--- config.mk ---
export PLATFORM = sky130hd
export DESIGN_NAME = slot_irq_router
export DESIGN_NICKNAME = d
export VERILOG_FILES = /design/src/rtl/sir_pkg.sv /design/src/rtl/sir_slot_map.sv /design/src/rtl/sir_line_select.sv /design/src/rtl/sir_irq_fsm.sv /design/src/rtl/slot_irq_router.sv
export SDC_FILE = /design/constraint.sdc
export NUM_CORES = 1
export LEC_CHECK = 0
export BUFFER_PORTS_ARGS = -buffer_cell sky130_fd_sc_hd__buf_4
export CELL_PAD_IN_SITES_DETAIL_PLACEMENT = 1
export CELL_PAD_IN_SITES_GLOBAL_PLACEMENT = 2
export CORE_ASPECT_RATIO = 1.25
export CORE_MARGIN = 1.5
export CORE_UTILIZATION = 27
export CTS_BUF_LIST = sky130_fd_sc_hd__clkbuf_4 sky130_fd_sc_hd__clkbuf_8
export DETAILED_ROUTE_END_ITERATION = 10
export GPL_ROUTABILITY_DRIVEN = 0
export GPL_TIMING_DRIVEN = 1
export PLACE_DENSITY_LB_ADDON = 0.05
export SETUP_SLACK_MARGIN = 0.2
export SLEW_MARGIN = 15
export SYNTH_ARGS = -nofsm -noshare
export SYNTH_HDL_FRONTEND = slang
export SYNTH_HIERARCHICAL = 1
export SYNTH_SLANG_ARGS = --single-unit
--- constraint.sdc ---
create_clock -name clk -period 1.6 [get_ports clk]
set_input_delay 0.16 -clock clk [delete_from_list [all_inputs] [get_ports clk]]
set_output_delay 0.16 -clock clk [all_outputs]
set_load 0.03 [all_outputs]
--- src/rtl/sir_pkg.sv ---
package sir_pkg;

    typedef enum logic [1:0] {
        IRQ_LOW   = 2'd0,
        IRQ_HELD  = 2'd1,
        IRQ_PULSE = 2'd2
    } irq_state_e;

    typedef struct packed {
        logic in_window;
        logic edge_mode;
        logic active_high;
    } line_attr_t;

endpackage

--- src/rtl/sir_slot_map.sv ---
module sir_slot_map #(
    parameter int SLOT_W      = 5,
    parameter int PIN_W       = 2,
    parameter int LINE_W      = 8,
    parameter int LINE_BASE   = 32,
    parameter int SLOT_BRIDGE = 5,
    parameter int SLOT_GFX    = 6,
    parameter int SLOT_NIC    = 7,
    parameter int SLOT_EXP_LO = 8,
    parameter int SLOT_EXP_HI = 12,
    parameter int GFX_OFS     = 4,
    parameter int NIC_OFS     = 5,
    parameter int EXP_OFS     = 6
) (
    input  logic [SLOT_W-1:0] slot,
    input  logic [PIN_W-1:0]  pin,
    output logic [LINE_W-1:0] line
);
    localparam int PIN_COUNT = 1 << PIN_W;

    int slot_i;
    int pin_i;
    int line_i;

    always_comb begin
        slot_i = int'(slot);
        pin_i  = int'(pin);
        if (slot_i == SLOT_BRIDGE) begin
            line_i = LINE_BASE + (pin_i % PIN_COUNT);
        end else if (slot_i == SLOT_GFX) begin
            line_i = LINE_BASE + GFX_OFS;
        end else if (slot_i == SLOT_NIC) begin
            line_i = LINE_BASE + NIC_OFS;
        end else if (slot_i >= SLOT_EXP_LO && slot_i <= SLOT_EXP_HI) begin
            line_i = LINE_BASE + EXP_OFS + (slot_i - SLOT_EXP_LO) + pin_i;
        end else begin
            line_i = pin_i;
        end
        line = LINE_W'(line_i);
    end

endmodule

--- src/rtl/sir_line_select.sv ---
module sir_line_select #(
    parameter int LINE_W    = 8,
    parameter int LINE_BASE = 32,
    parameter int NUM_LINES = 32
) (
    input  logic [LINE_W-1:0]    line,
    input  logic [NUM_LINES-1:0] edge_mask,
    input  logic [NUM_LINES-1:0] pol_mask,
    output sir_pkg::line_attr_t  attr
);
    localparam int IDX_W = (NUM_LINES > 1) ? $clog2(NUM_LINES) : 1;

    int               rel;
    logic [IDX_W-1:0] idx;

    always_comb begin
        rel            = int'(line) - LINE_BASE;
        attr.in_window = (rel >= 0) && (rel < NUM_LINES);
        idx            = attr.in_window ? IDX_W'(rel) : '0;
        attr.edge_mode   = attr.in_window & edge_mask[idx];
        attr.active_high = attr.in_window & pol_mask[idx];
    end

endmodule

--- src/rtl/sir_irq_fsm.sv ---
module sir_irq_fsm (
    input  logic                clk,
    input  logic                rst_n,
    input  logic                ev,
    input  sir_pkg::line_attr_t attr,
    output logic                cpu_irq
);
    import sir_pkg::*;

    irq_state_e state_q;
    irq_state_e state_d;

    always_comb begin
        state_d = state_q;
        if (ev && attr.in_window) begin
            if (attr.edge_mode) begin
                state_d = IRQ_PULSE;
            end else if (attr.active_high) begin
                state_d = IRQ_HELD;
            end else begin
                state_d = IRQ_LOW;
            end
        end else begin
            unique case (state_q)
                IRQ_PULSE: state_d = IRQ_LOW;
                IRQ_HELD:  state_d = IRQ_HELD;
                IRQ_LOW:   state_d = IRQ_LOW;
                default:   state_d = IRQ_LOW;
            endcase
        end
    end

    always_ff @(posedge clk or negedge rst_n) begin
        if (!rst_n) begin
            state_q <= IRQ_LOW;
        end else begin
            state_q <= state_d;
        end
    end

    always_comb begin
        unique case (state_q)
            IRQ_LOW:   cpu_irq = 1'b0;
            IRQ_HELD:  cpu_irq = 1'b1;
            IRQ_PULSE: cpu_irq = 1'b1;
            default:   cpu_irq = 1'b0;
        endcase
    end

    AST_EDGE_FIRES: assert property (@(posedge clk) disable iff (!rst_n)
        (ev && attr.in_window && attr.edge_mode) |=> cpu_irq);
    AST_PULSE_ENDS: assert property (@(posedge clk) disable iff (!rst_n)
        (state_q == IRQ_PULSE && !ev) |=> !cpu_irq);
    AST_LEVEL_HIGH: assert property (@(posedge clk) disable iff (!rst_n)
        (ev && attr.in_window && !attr.edge_mode && attr.active_high) |=> cpu_irq);
    AST_LEVEL_LOW: assert property (@(posedge clk) disable iff (!rst_n)
        (ev && attr.in_window && !attr.edge_mode && !attr.active_high) |=> !cpu_irq);
    AST_OUTSIDE_HOLD: assert property (@(posedge clk) disable iff (!rst_n)
        (ev && !attr.in_window && state_q != IRQ_PULSE) |=> $stable(cpu_irq));
    AST_IDLE_HOLD: assert property (@(posedge clk) disable iff (!rst_n)
        (!ev && state_q != IRQ_PULSE) |=> $stable(cpu_irq));

endmodule

--- src/rtl/slot_irq_router.sv ---
module slot_irq_router #(
    parameter int DEVFN_W   = 8,
    parameter int FUNC_W    = 3,
    parameter int PIN_W     = 2,
    parameter int LINE_W    = 8,
    parameter int LINE_BASE = 32,
    parameter int NUM_LINES = 32
) (
    input  logic                 clk,
    input  logic                 rst_n,
    input  logic                 evt_valid,
    input  logic [DEVFN_W-1:0]   evt_devfn,
    input  logic [PIN_W-1:0]     evt_pin,
    input  logic [NUM_LINES-1:0] edge_mask,
    input  logic [NUM_LINES-1:0] pol_mask,
    output logic [LINE_W-1:0]    line_num,
    output logic                 cpu_irq
);
    localparam int SLOT_W = DEVFN_W - FUNC_W;

    logic [SLOT_W-1:0]   slot;
    logic [LINE_W-1:0]   mapped_line;
    sir_pkg::line_attr_t attr;
    logic                func_unused;

    assign slot        = evt_devfn[DEVFN_W-1:FUNC_W];
    assign func_unused = ^evt_devfn[FUNC_W-1:0];

    sir_slot_map #(
        .SLOT_W    (SLOT_W),
        .PIN_W     (PIN_W),
        .LINE_W    (LINE_W),
        .LINE_BASE (LINE_BASE)
    ) u_map (
        .slot (slot),
        .pin  (evt_pin),
        .line (mapped_line)
    );

    sir_line_select #(
        .LINE_W    (LINE_W),
        .LINE_BASE (LINE_BASE),
        .NUM_LINES (NUM_LINES)
    ) u_sel (
        .line      (mapped_line),
        .edge_mask (edge_mask),
        .pol_mask  (pol_mask),
        .attr      (attr)
    );

    sir_irq_fsm u_fsm (
        .clk     (clk),
        .rst_n   (rst_n),
        .ev      (evt_valid),
        .attr    (attr),
        .cpu_irq (cpu_irq)
    );

    always_ff @(posedge clk or negedge rst_n) begin
        if (!rst_n) begin
            line_num <= '0;
        end else if (evt_valid) begin
            line_num <= mapped_line;
        end
    end

    AST_LINE_CAPTURE: assert property (@(posedge clk) disable iff (!rst_n)
        evt_valid |=> (line_num == $past(mapped_line)));
    AST_NIC_LINE: assert property (@(posedge clk) disable iff (!rst_n)
        (evt_valid && int'(slot) == 7) |=> (line_num == LINE_W'(LINE_BASE + 5)));
    AST_LINE_IDLE: assert property (@(posedge clk) disable iff (!rst_n)
        !evt_valid |=> $stable(line_num));

endmodule

==> flow_metrics.py, run 1 <==
metrics = {
    "global_routing": {
        "met2_track_demand_over_resource_pct": 38.4,
        "grt_max_degree": 18,
        "grt_usage_pct": 18.2,
        "grt_antenna_before_repair": 0,
        "grt.overflow.total": 0,
        "grt_pass1_vias": 1858,
        "met1_usage_pct": 18.9,
        "grt-busiest-layer": "met2",
        "met3_usage_pct": 1.76,
        "grt_first_pass_wirelength_um": 8760,
    },
    "clocking": {
        "htreeDepth": 1,
        "cts_sinks": 10,
        "tritoncts": "yes",
        "clockRootBuffer": "clkbuf_8",
        "insertion_delay_ps": 230,
        "clock_tree.buffer_depth": 2,
        "inserted_clock_buffers": 3,
        "cts.clk_slew.worst_paths_ps": 50,
    },
    "synthesis": {
        "synthesis.area_per_instance_sq_um": 9.74,
        "ys_types": 46,
        "post_synth_edffs": 0,
        "gate_count_of_the_mapped_netlist": 153,
        "postSynth.asyncResetShare_pct": 100,
        "postSynthNetCount": 243,
        "synthesis.yosys.warnings": 6,
        "share_of_synthesized_area_occupied_by_flip_flops_and_latches_pct": 16.8,
        "yosys_register_bits": 10,
        "ys_dominant_reg_cell": "dfrtp_1",
        "post_synth_instance_area_sq_um": 1490,
    },
    "worst_setup_path": {
        "crit_family": "adder cells",
        "crit_path_dat_ps": 3300,
        "max_stage_delay_cell_worst_path": "fa_2",
        "crit_path_start_kind": "primary input",
        "cpMostUsedCell": "ha_4",
        "critical_path.max_stage_delay_ps": 360,
        "cp_num_buf_inv": 6,
        "cp.required_ps": 1720,
        "timing_worst_setup_path_type": "primary input to register",
        "timing.critical_path.to_type": "register",
        "crit_path_cell_trace": "buf_8 -> inv_8 -> ha_4 -> inv_2 -> ha_4 -> fa_2 -> a21oi_2 -> nor2_1 -> xor2_1 -> o21ai_2 -> or3_4 -> ha_4 -> nand3b_1 -> buf_6 -> o22a_1 -> nand3_2 -> a32o_2 -> buf_4 -> buf_6 -> and3_4",
        "crit_path_max_fanout": 7,
    },
    "sta": {
        "hold_viol": 0,
        "fmaxAchievable_mhz": 315,
        "final_max_slew_viol_count": 0,
        "worst_hold_slack_ps": 298,
        "skew_ps": 0.221,
        "final_period_minus_worst_setup_slack_ps": 3170,
        "setup_violations": 7,
        "setup_repair_after_global_routing_missed_its_margin": "yes",
        "worst_slack_ps": -1570,
        "finalCritPeriodShare_pct": 198,
    },
    "floorplan": {
        "std_cell_rows": 30,
        "floorplan.io_pins": 86,
        "floorplan.initialDensity_pct": 27.8,
        "floorplan.die_area_sq_um": 5980,
        "core-area_sq_um": 5370,
        "height_of_the_chip_um": 86.1,
        "fp.dieW_um": 69.5,
    },
    "finish": {
        "fillers": 620,
        "fin_nets": 370,
        "flow.area_growth_from_synthesis_pct": 87.7,
        "mostFrequentLayoutCell": "buf_4",
        "final_layout_size_suffix_gt1_share_pct": 66.2,
        "layout_common_cells": "buf_4, mux2i_1, dfrtp_1, mux2_4, buf_6",
        "n_antenna_cell": 0,
    },
    "detailed_routing": {
        "via_per_inst": 4.94,
        "drt_iter0_markers": 35,
        "drc": 0,
        "dr.pass1.iters": 3,
        "drt.antenna.violating_nets": 0,
        "detailroute.via_count": 1691,
        "drt-wirelength-per-cell_um": 16.9,
        "routed_wire_length_um": 5790,
    },
    "power": {
        "power.density_nw_per_um2": 523,
        "vdd.ir_drop.worst_uv": 498,
        "post_layout_total_power_mw": 1.46,
        "power_frac_clock_pct": 17.3,
        "switchingPower_mw": 0.504,
        "power_switching_share_pct": 34.4,
        "internal_power_of_the_cells_mw": 0.960,
        "combPwrFrac_pct": 62.3,
        "seq_power_share_pct": 20.4,
        "leakagePower_nw": 1.37,
    },
    "placement": {
        "pre_cts_ws_ps": -1910,
        "portBuffers": 82,
        "dp_hpwl_um": 4550,
    },
    "outcome": {
        "violations": "negative setup slack",
        "run_status": "finished, violations left",
    },
    "flow_run": {
        "cap_viol_max_count": 0,
    },
    "min_path": {
        "min_path_type": "primary input to asynchronous set/reset pin",
    },
}
synthesized netlist by cell type (all sizes together), types with 2 or more instances:
| library cell | count | share of area [%] |
|---|---|---|
| mux2i | 21 | 14 |
| inv | 13 | 3.3 |
| ha | 12 | 10 |
| dfrtp | 10 | 17 |
| o21ai | 10 | 4.4 |
| mux2 | 9 | 9.1 |
| buf | 7 | 4.4 |
| nor2b | 7 | 2.9 |
| o22a | 7 | 4.1 |
| nand2 | 6 | 1.5 |
| nand3 | 5 | 1.7 |
| nor2 | 5 | 1.3 |
| o221ai | 5 | 3.4 |
| mux4 | 3 | 4.5 |
| nor3b | 3 | 2.2 |
| o211ai | 3 | 1.5 |
| a21oi | 2 | 0.67 |
| a32o | 2 | 1.3 |
| nand2b | 2 | 1.3 |
| nand3b | 2 | 1.0 |
| o2111ai | 2 | 1.2 |
| xnor2 | 2 | 1.2 |
power by group through the flow:
| stage | clock (mW) | sequential (mW) | combinational (mW) |
|---|---|---|---|
| after detailed placement | 0 | 0.302 | 0.801 |
| after CTS | 0.264 | 0.299 | 0.856 |
| after global placement | 0 | 0.299 | 0.780 |
| after floorplan | 0 | 0.349 | 0.383 |
| after global routing | 0.276 | 0.301 | 0.977 |
| final | 0.253 | 0.299 | 0.912 |
timing repair:
action	CTS	global route
cloned	0	0
setup buffers	2	10
endpoints found under the setup margin	9	9
gates resized for setup	23	18
hold buffers	1	0
pin swaps	15	9
hold endpoints to repair	10	0
area by class of cell:
class / instances / area, sq um / share of cell area, %
clock buffer: 3 / 41.3 / 1.48
sequential: 10 / 250 / 8.94
multi-input combinational: 122 / 1310 / 47.0
timing repair buffer: 130 / 1050 / 37.5
tap: 64 / 80.1 / 2.86
inverter: 13 / 63.8 / 2.28
kinds of logic after synthesis:
group | after synthesis | share of synthesized area, %
compound gates | 37 | 19.7
simple gates | 35 | 14.4
mux | 33 | 27.7
buf+inv | 21 | 7.98
fa+ha+maj | 13 | 11.4
flops | 10 | 16.8
xor+xnor | 3 | 1.76
other cells | 1 | 0.252
state kept, by name, summed over array words and instances (netlist names):
register,flops
line_num,8
u_fsm/state_q,2
through the flow:
| step | TNS, ps | std cells | util, % | instance area (sq um) |
|---|---|---|---|---|
| after global placement | -5510 | 326 | 46.2 | 2480 |
| after detailed placement | -6110 | 326 | 46.2 | 2480 |
| after global routing | -4510 | 342 | 52.1 | 2800 |
| after CTS | -3340 | 332 | 49.3 | 2650 |
| after floorplan | -3070 | 153 | - | 1570 |
| final | -3990 | 342 | 52.1 | 2800 |
worst paths after layout:
path,slack (ps),depth (start not counted),startpoint,to
min,300,2,rst_n,line_num[2]
min reg2reg,520,1,line_num[6],line_num[6]
min in group clk,320,2,evt_valid,line_num[2]
max in group asynchronous,1160,2,rst_n,line_num[0]
max,-1570,20,evt_devfn[4],u_fsm/state_q[1]
max reg2reg,660,2,u_fsm/state_q[0],u_fsm/state_q[0]
metal layers:
| layer | wire, um | part of all wire (%) |
|---|---|---|
| met2 | 3460 | 60 |
| met3 | 193 | 3.3 |
| met4 | 77 | 1.3 |
| met5 | 0 | 0 |
| met1 | 2060 | 36 |
No activity file was read; power rests on OpenSTA's default activity.
==> run 2, diff against run 1 <==
--- a/config.mk
+++ b/config.mk
@@ -5,12 +5,13 @@
 export SDC_FILE = /design/constraint.sdc
 export NUM_CORES = 1
 export LEC_CHECK = 0
+export ABC_AREA = 1
 export BUFFER_PORTS_ARGS = -buffer_cell sky130_fd_sc_hd__buf_4
 export CELL_PAD_IN_SITES_DETAIL_PLACEMENT = 1
 export CELL_PAD_IN_SITES_GLOBAL_PLACEMENT = 2
 export CORE_ASPECT_RATIO = 1.25
 export CORE_MARGIN = 1.5
-export CORE_UTILIZATION = 27
+export CORE_UTILIZATION = 23
 export CTS_BUF_LIST = sky130_fd_sc_hd__clkbuf_4 sky130_fd_sc_hd__clkbuf_8
 export DETAILED_ROUTE_END_ITERATION = 10
 export GPL_ROUTABILITY_DRIVEN = 0
==> run 2 against run 1 <==
Effect of this change:
- the flow still finishes with violations (negative setup slack)
- sequential share of layout area shrank 1.2 points
- critical path type unchanged
- highest routed layer unchanged
- area after synthesis is 4.9% higher
- critical path depth increased by 5
- clock-buffer cell count unchanged
- largest cell class unchanged
==> flow_metrics.py, run 2 <==
metrics = {
    "detailed_routing": {
        "drt.antenna.violating_nets": 0,
        "dr.pass1.iters": 4,
        "drc": 0,
        "detailroute.via_count": 2214,
        "routed_wire_length_um": 6840,
        "via_per_inst": 4.61,
        "drt_iter0_markers": 42,
        "drt-wirelength-per-cell_um": 14.2,
    },
    "power": {
        "leakagePower_nw": 1.68,
        "post_layout_total_power_mw": 1.44,
        "vdd.ir_drop.worst_uv": 435,
        "power.density_nw_per_um2": 448,
    },
    "placement": {
        "portBuffers": 82,
        "dp_hpwl_um": 5110,
        "pre_cts_ws_ps": -1640,
    },
    "floorplan": {
        "height_of_the_chip_um": 95.2,
        "floorplan.die_area_sq_um": 7300,
        "core-area_sq_um": 6570,
        "fp.dieW_um": 76.7,
        "floorplan.initialDensity_pct": 23.8,
        "floorplan.io_pins": 86,
        "std_cell_rows": 33,
    },
    "synthesis": {
        "synth.top_cells.by_count": "nand2_1, nand3_1, inv_1",
        "yosys.area.top_type": "nand3_1",
        "share_of_synthesized_area_occupied_by_flip_flops_and_latches_pct": 16.0,
        "ys_types": 24,
        "post_synth_edffs": 0,
        "yosys_register_bits": 10,
        "postSynthNetCount": 353,
        "synthesis.yosys.warnings": 6,
        "ys_dominant_reg_cell": "dfrtp_1",
        "postSynth.asyncResetShare_pct": 100,
        "synth_top_cells_by_area": "nand3_1, nand2_1, dfrtp_1, ha_1, inv_1",
        "synth.most_common_cell": "nand2_1",
        "synthesis.area_per_instance_sq_um": 5.94,
        "synthDominantCellAreaShare_pct": 25.3,
        "gate_count_of_the_mapped_netlist": 263,
        "post_synth_instance_area_sq_um": 1560,
    },
    "global_routing": {
        "grt_max_degree": 17,
        "grt_antenna_before_repair": 0,
        "grt_pass1_vias": 2295,
        "grt.overflow.total": 0,
        "grt_usage_pct": 18.2,
        "grt_first_pass_wirelength_um": 10700,
    },
    "finish": {
        "final_core_utilization_pct": 48.9,
        "flow.area_growth_from_synthesis_pct": 106,
        "fin_nets": 485,
        "flip_flop_count_of_the_largest_register_all_copies_and_words_added": 8,
        "biggestRegsByFlops": "line_num (8), u_fsm/state_q (2)",
        "largest_register": "line_num",
        "mostFrequentLayoutCell": "buf_4",
        "layout_common_cells": "buf_4, nand2_1, nand3_1, nand3_2, buf_6",
        "final_layout_size_suffix_gt1_share_pct": 58.5,
        "fillers": 815,
        "n_antenna_cell": 0,
    },
    "sta": {
        "skew_ps": 0.149,
        "worst_slack_ps": -1160,
        "finalCritPeriodShare_pct": 173,
        "final_max_slew_viol_count": 0,
        "setup_repair_after_global_routing_missed_its_margin": "yes",
        "fmaxAchievable_mhz": 362,
        "hold_viol": 0,
        "setup_violations": 6,
        "final_period_minus_worst_setup_slack_ps": 2760,
        "worst_hold_slack_ps": 221,
    },
    "clocking": {
        "clockRootBuffer": "clkbuf_8",
        "insertion_delay_ps": 230,
        "inserted_clock_buffers": 3,
        "cts_sinks": 10,
        "htreeDepth": 1,
        "clock_tree.buffer_depth": 2,
        "cts.clk_slew.worst_paths_ps": 50,
        "tritoncts": "yes",
    },
    "outcome": {
        "violations": "negative setup slack",
        "run_status": "finished, violations left",
    },
    "flow_run": {
        "cap_viol_max_count": 0,
    },
    "worst_setup_path": {
        "timing_worst_setup_path_type": "primary input to register",
        "cp.required_ps": 1770,
        "crit_path_start_kind": "primary input",
        "timing.critical_path.to_type": "register",
        "crit_path_max_fanout": 8,
        "crit_path_dat_ps": 2940,
    },
    "min_path": {
        "min_path_type": "primary input to register",
    },
}
==> run 2: logic make-up after synthesis <==
logic type | Yosys count | share of synthesized area (%)
other | 1 | 0.240
and+or+nand+nor | 196 | 57.3
xor gates and xnor gates | 1 | 0.561
adders and majority gates | 13 | 10.9
DFF | 10 | 16.0
buffers and inverters | 37 | 13.2
AOI/OAI and AO/OA | 5 | 1.76
==> run 2: per-layer routing <==
| metal | vias to the layer above | GRT usage [%] | wire length [um] | part of all wire, % |
|---|---|---|---|---|
| li1 | 1115 | - | - | - |
| met1 | 1042 | 19.1 | 2620 | 38 |
| met2 | 49 | 38.7 | 3900 | 57 |
| met3 | 8 | 2.58 | 240 | 3.5 |
| met4 | 0 | 1.54 | 76 | 1.1 |
| met5 | - | 0 | 0 | 0 |
==> run 2: where the power goes <==
part / total (mW) / switching (mW) / internal [mW] / leakage, nW
clock: 0.256 / 0.0921 / 0.164 / 0.0216
combinational: 0.892 / 0.441 / 0.451 / 1.53
sequential: 0.290 / 0.0130 / 0.277 / 0.131
==> run 2: critical path: stages <==
cell and delay, ps:
buf_12 90, inv_12 30, ha_4 250, inv_2 40, ha_4 150, fa_2 350
nand2_2 110, a21oi_4 70, nand2_2 80, nand3_2 60, o21ai_2 150, inv_2 70
nor3_4 150, ha_4 220, buf_6 130, buf_8 120, nand2_4 70, buf_8 150
nand3_2 70, nand3_2 90, nand3_2 90, nand2_2 70, nor2_2 70, nand2_1 50
nand2_1 50
==> run 2: repair_timing <==
action	in CTS	in global routing
endpoints found under the setup margin	9	9
hold buffers	1	0
buffers inserted	6	9
endpoints found under the hold margin	10	0
pin swaps	26	19
cloned	3	0
gates resized for setup	58	47
==> run 2: worst paths after layout <==
check | startpoint | endpoint | slack, ps | cells past startpoint
hold / removal | evt_valid | line_num[0] | 220 | 3
max in group asynchronous | rst_n | line_num[5] | 1160 | 2
hold reg to reg | line_num[7] | line_num[7] | 470 | 2
min in group asynchronous | rst_n | line_num[1] | 290 | 2
setup reg to reg | u_fsm/state_q[0] | u_fsm/state_q[0] | 830 | 3
setup / recovery | evt_devfn[4] | u_fsm/state_q[0] | -1160 | 25
==> run 2: final cells by class <==
cell class / instances / area (sq um) / area share, %
clock buffer: 3 / 41.3 / 1.29
inverter: 25 / 124 / 3.86
multi-input combinational: 216 / 1470 / 45.8
sequential: 10 / 250 / 7.79
tap: 87 / 109 / 3.39
timing repair buffer: 139 / 1220 / 37.9
==> run 2: per-stage QoR <==
stage | instances | area [sq um] | TNS [ps]
3_3_place_gp | 458 | 2550 | -4220
4_1_cts | 471 | 2970 | -2280
6_report | 480 | 3210 | -2710
3_5_place_dp | 458 | 2550 | -4590
5_1_grt | 480 | 3210 | -3300
2_1_floorplan | 263 | 1610 | -2370
==> run 3, diff against run 2 <==
--- a/config.mk
+++ b/config.mk
@@ -9,7 +9,7 @@
 export BUFFER_PORTS_ARGS = -buffer_cell sky130_fd_sc_hd__buf_4
 export CELL_PAD_IN_SITES_DETAIL_PLACEMENT = 1
 export CELL_PAD_IN_SITES_GLOBAL_PLACEMENT = 2
-export CORE_ASPECT_RATIO = 1.25
+export CORE_ASPECT_RATIO = 1.75
 export CORE_MARGIN = 1.5
 export CORE_UTILIZATION = 23
 export CTS_BUF_LIST = sky130_fd_sc_hd__clkbuf_4 sky130_fd_sc_hd__clkbuf_8
==> run 3 against run 2 <==
Effect of this change:
- core utilization rose by 3.3 points
- total power rose by 13%
- register-to-register slack got worse by 40 ps
- highest routed layer unchanged
- the flow still finishes with violations (negative setup slack)
- sequential share of layout area fell by 0.46 points
- combinational power rose by 14%
- maximum frequency fell by 4.3%
- final cell count rose by 1.9%
==> flow_metrics.py, run 3 (same netlist as run 2, synthesis figures left out) <==
metrics = {
    "finish": {
        "n_antenna_cell": 0,
        "fillers": 830,
        "fin_nets": 498,
        "non_filler_cells_final": 489,
        "biggestRegsByFlops": "line_num (8), u_fsm/state_q (2)",
        "final_layout_size_suffix_gt1_share_pct": 60.4,
        "flow.area_growth_from_synthesis_pct": 119,
        "largest_register": "line_num",
        "mostFrequentLayoutCell": "buf_4",
        "final_core_utilization_pct": 52.2,
        "final_instance_area_sq_um": 3420,
        "layout_common_cells": "buf_4, nand2_1, nand3_1, nand3_2, buf_6",
        "flip_flop_count_of_the_largest_register_all_copies_and_words_added": 8,
    },
    "worst_setup_path": {
        "timing.critical_path.to_type": "register",
        "crit_path_max_fanout": 8,
        "timing.reg2reg.worst_path_depth": 3,
        "timing_worst_setup_path_type": "primary input to register",
        "crit_path_dat_ps": 3020,
        "crit-reg2reg-launch": "u_fsm/state_q[0]",
        "cp.required_ps": 1730,
        "rrSetupSlack_ps": 790,
        "crit_path_start_kind": "primary input",
        "crit_start": "evt_devfn[4]",
    },
    "placement": {
        "post_dp_cell_area_sq_um": 2510,
        "portBuffers": 82,
        "placed_cells_incl_taps": 450,
        "dp_hpwl_um": 5310,
    },
    "global_routing": {
        "grt_antenna_before_repair": 0,
        "grt_max_degree": 17,
        "grt.overflow.total": 0,
        "grt_usage_pct": 21.9,
        "grt_pass1_vias": 2623,
        "grt_first_pass_wirelength_um": 12500,
    },
    "clocking": {
        "tritoncts": "yes",
        "cts.clk_slew.worst_paths_ps": 50,
        "htreeDepth": 1,
        "clockRootBuffer": "clkbuf_8",
        "insertion_delay_ps": 240,
        "inserted_clock_buffers": 3,
        "cts_sinks": 10,
        "clock_tree.buffer_depth": 2,
    },
    "detailed_routing": {
        "drt_iter0_markers": 90,
        "routed_wire_length_um": 8300,
        "drt.antenna.violating_nets": 0,
        "drc": 0,
        "dr.pass1.iters": 4,
        "detailroute.via_count": 2349,
        "drt-wirelength-per-cell_um": 17.0,
        "via_per_inst": 4.80,
    },
    "sta": {
        "final_period_minus_worst_setup_slack_ps": 2890,
        "hold_viol": 0,
        "worst_hold_slack_ps": 233,
        "setup_repair_after_global_routing_missed_its_margin": "yes",
        "fmaxAchievable_mhz": 346,
        "skew_ps": 0.0864,
        "worst_slack_ps": -1290,
        "final_max_slew_viol_count": 0,
        "finalCritPeriodShare_pct": 180,
        "setup_violations": 7,
    },
    "power": {
        "vdd.ir_drop.worst_uv": 549,
        "leakagePower_nw": 1.74,
        "post_layout_total_power_mw": 1.63,
        "power.density_nw_per_um2": 478,
    },
    "floorplan": {
        "height_of_the_chip_um": 112,
        "core-area_sq_um": 6540,
        "fp.dieW_um": 65.3,
        "floorplan.die_area_sq_um": 7320,
        "floorplan.initialDensity_pct": 23.9,
        "floorplan.io_pins": 86,
        "std_cell_rows": 39,
    },
    "outcome": {
        "run_status": "finished, violations left",
        "violations": "negative setup slack",
    },
    "min_path": {
        "hold_start": "evt_valid",
        "min_path_type": "primary input to register",
        "whs_path_depth": 3,
    },
    "flow_run": {
        "cap_viol_max_count": 0,
    },
}
run 3: cell types whose count changed in the layout (fill, tap and decap cells not counted), moves of 2 or more:
cell	previous run	this run
inv_2	10	6
inv_4	2	4
nand2_1	80	82
nand3_2	31	36
nor2_4	3	6
nand3_1	49	42
buf_4	114	116
nand2_8	1	3
buf_8	2	4
nor2_2	7	3
nand3_4	1	3
buf_6	16	24
run 3: metal layers:
metal  share of wire, %  track usage [%]  wire length, um
met5                  0                0                0
met4                3.5             4.72              294
met3                2.8             1.90              229
met2                 62             47.1             5130
met1                 32             20.9             2650
run 3: area by class of cell:
type                       instances  area, sq um  share of cell area (%)
multi-input combinational        218         1550                    45.3
timing repair buffer             150         1330                    38.8
sequential                        10          250                    7.33
inverter                          25          135                    3.96
tap                               82          103                    3.00
clock buffer                       4         55.1                    1.61
run 3: report_power, final:
part	leakage, nW	internal (mW)	switching (mW)
Clock	0.0288	0.217	0.107
Combinational	1.58	0.513	0.505
Sequential	0.131	0.277	0.0128
run 3: path summary, 6_finish.rpt:
| path | end |
|---|---|
| max in group asynchronous | line_num[3] |
| max reg2reg | u_fsm/state_q[0] |
| min | line_num[1] |
| min in group asynchronous | u_fsm/state_q[1] |
| min reg2reg | line_num[3] |
| max | u_fsm/state_q[0] |
run 3: repair_timing:
| item | in CTS | in global routing |
|---|---|---|
| buffers inserted | 23 | 7 |
| hold buffers | 1 | 0 |
| resized for setup | 85 | 41 |
| hold endpoints to repair | 10 | 0 |
| endpoints found under the setup margin | 8 | 9 |
| cloned | 4 | 0 |
| pin swaps | 37 | 11 |
run 3: metrics by stage:
step	setup TNS, ps	worst slack [ps]
after floorplan	-2370	-1220
after global placement	-4340	-1600
after detailed placement	-4660	-1700
after CTS	-2830	-1140
after global routing	-4030	-1450
final	-3420	-1290
run 3: critical path, cell delays in order:
cell and delay, ps:
buf_12 90, inv_12 30, ha_4 250, inv_2 40
ha_4 150, fa_2 350, nand2_2 100, a21oi_2 70
nand2_1 90, nand3_2 90, o21ai_2 190, inv_2 90
nor3_4 150, ha_4 210, buf_6 150, nand2_2 90
buf_4 200, nand3_2 110, nand3_2 80, nand3_2 80
nand2_1 50, inv_1 60, nor2_2 40, nand2_1 50
nand2_1 50
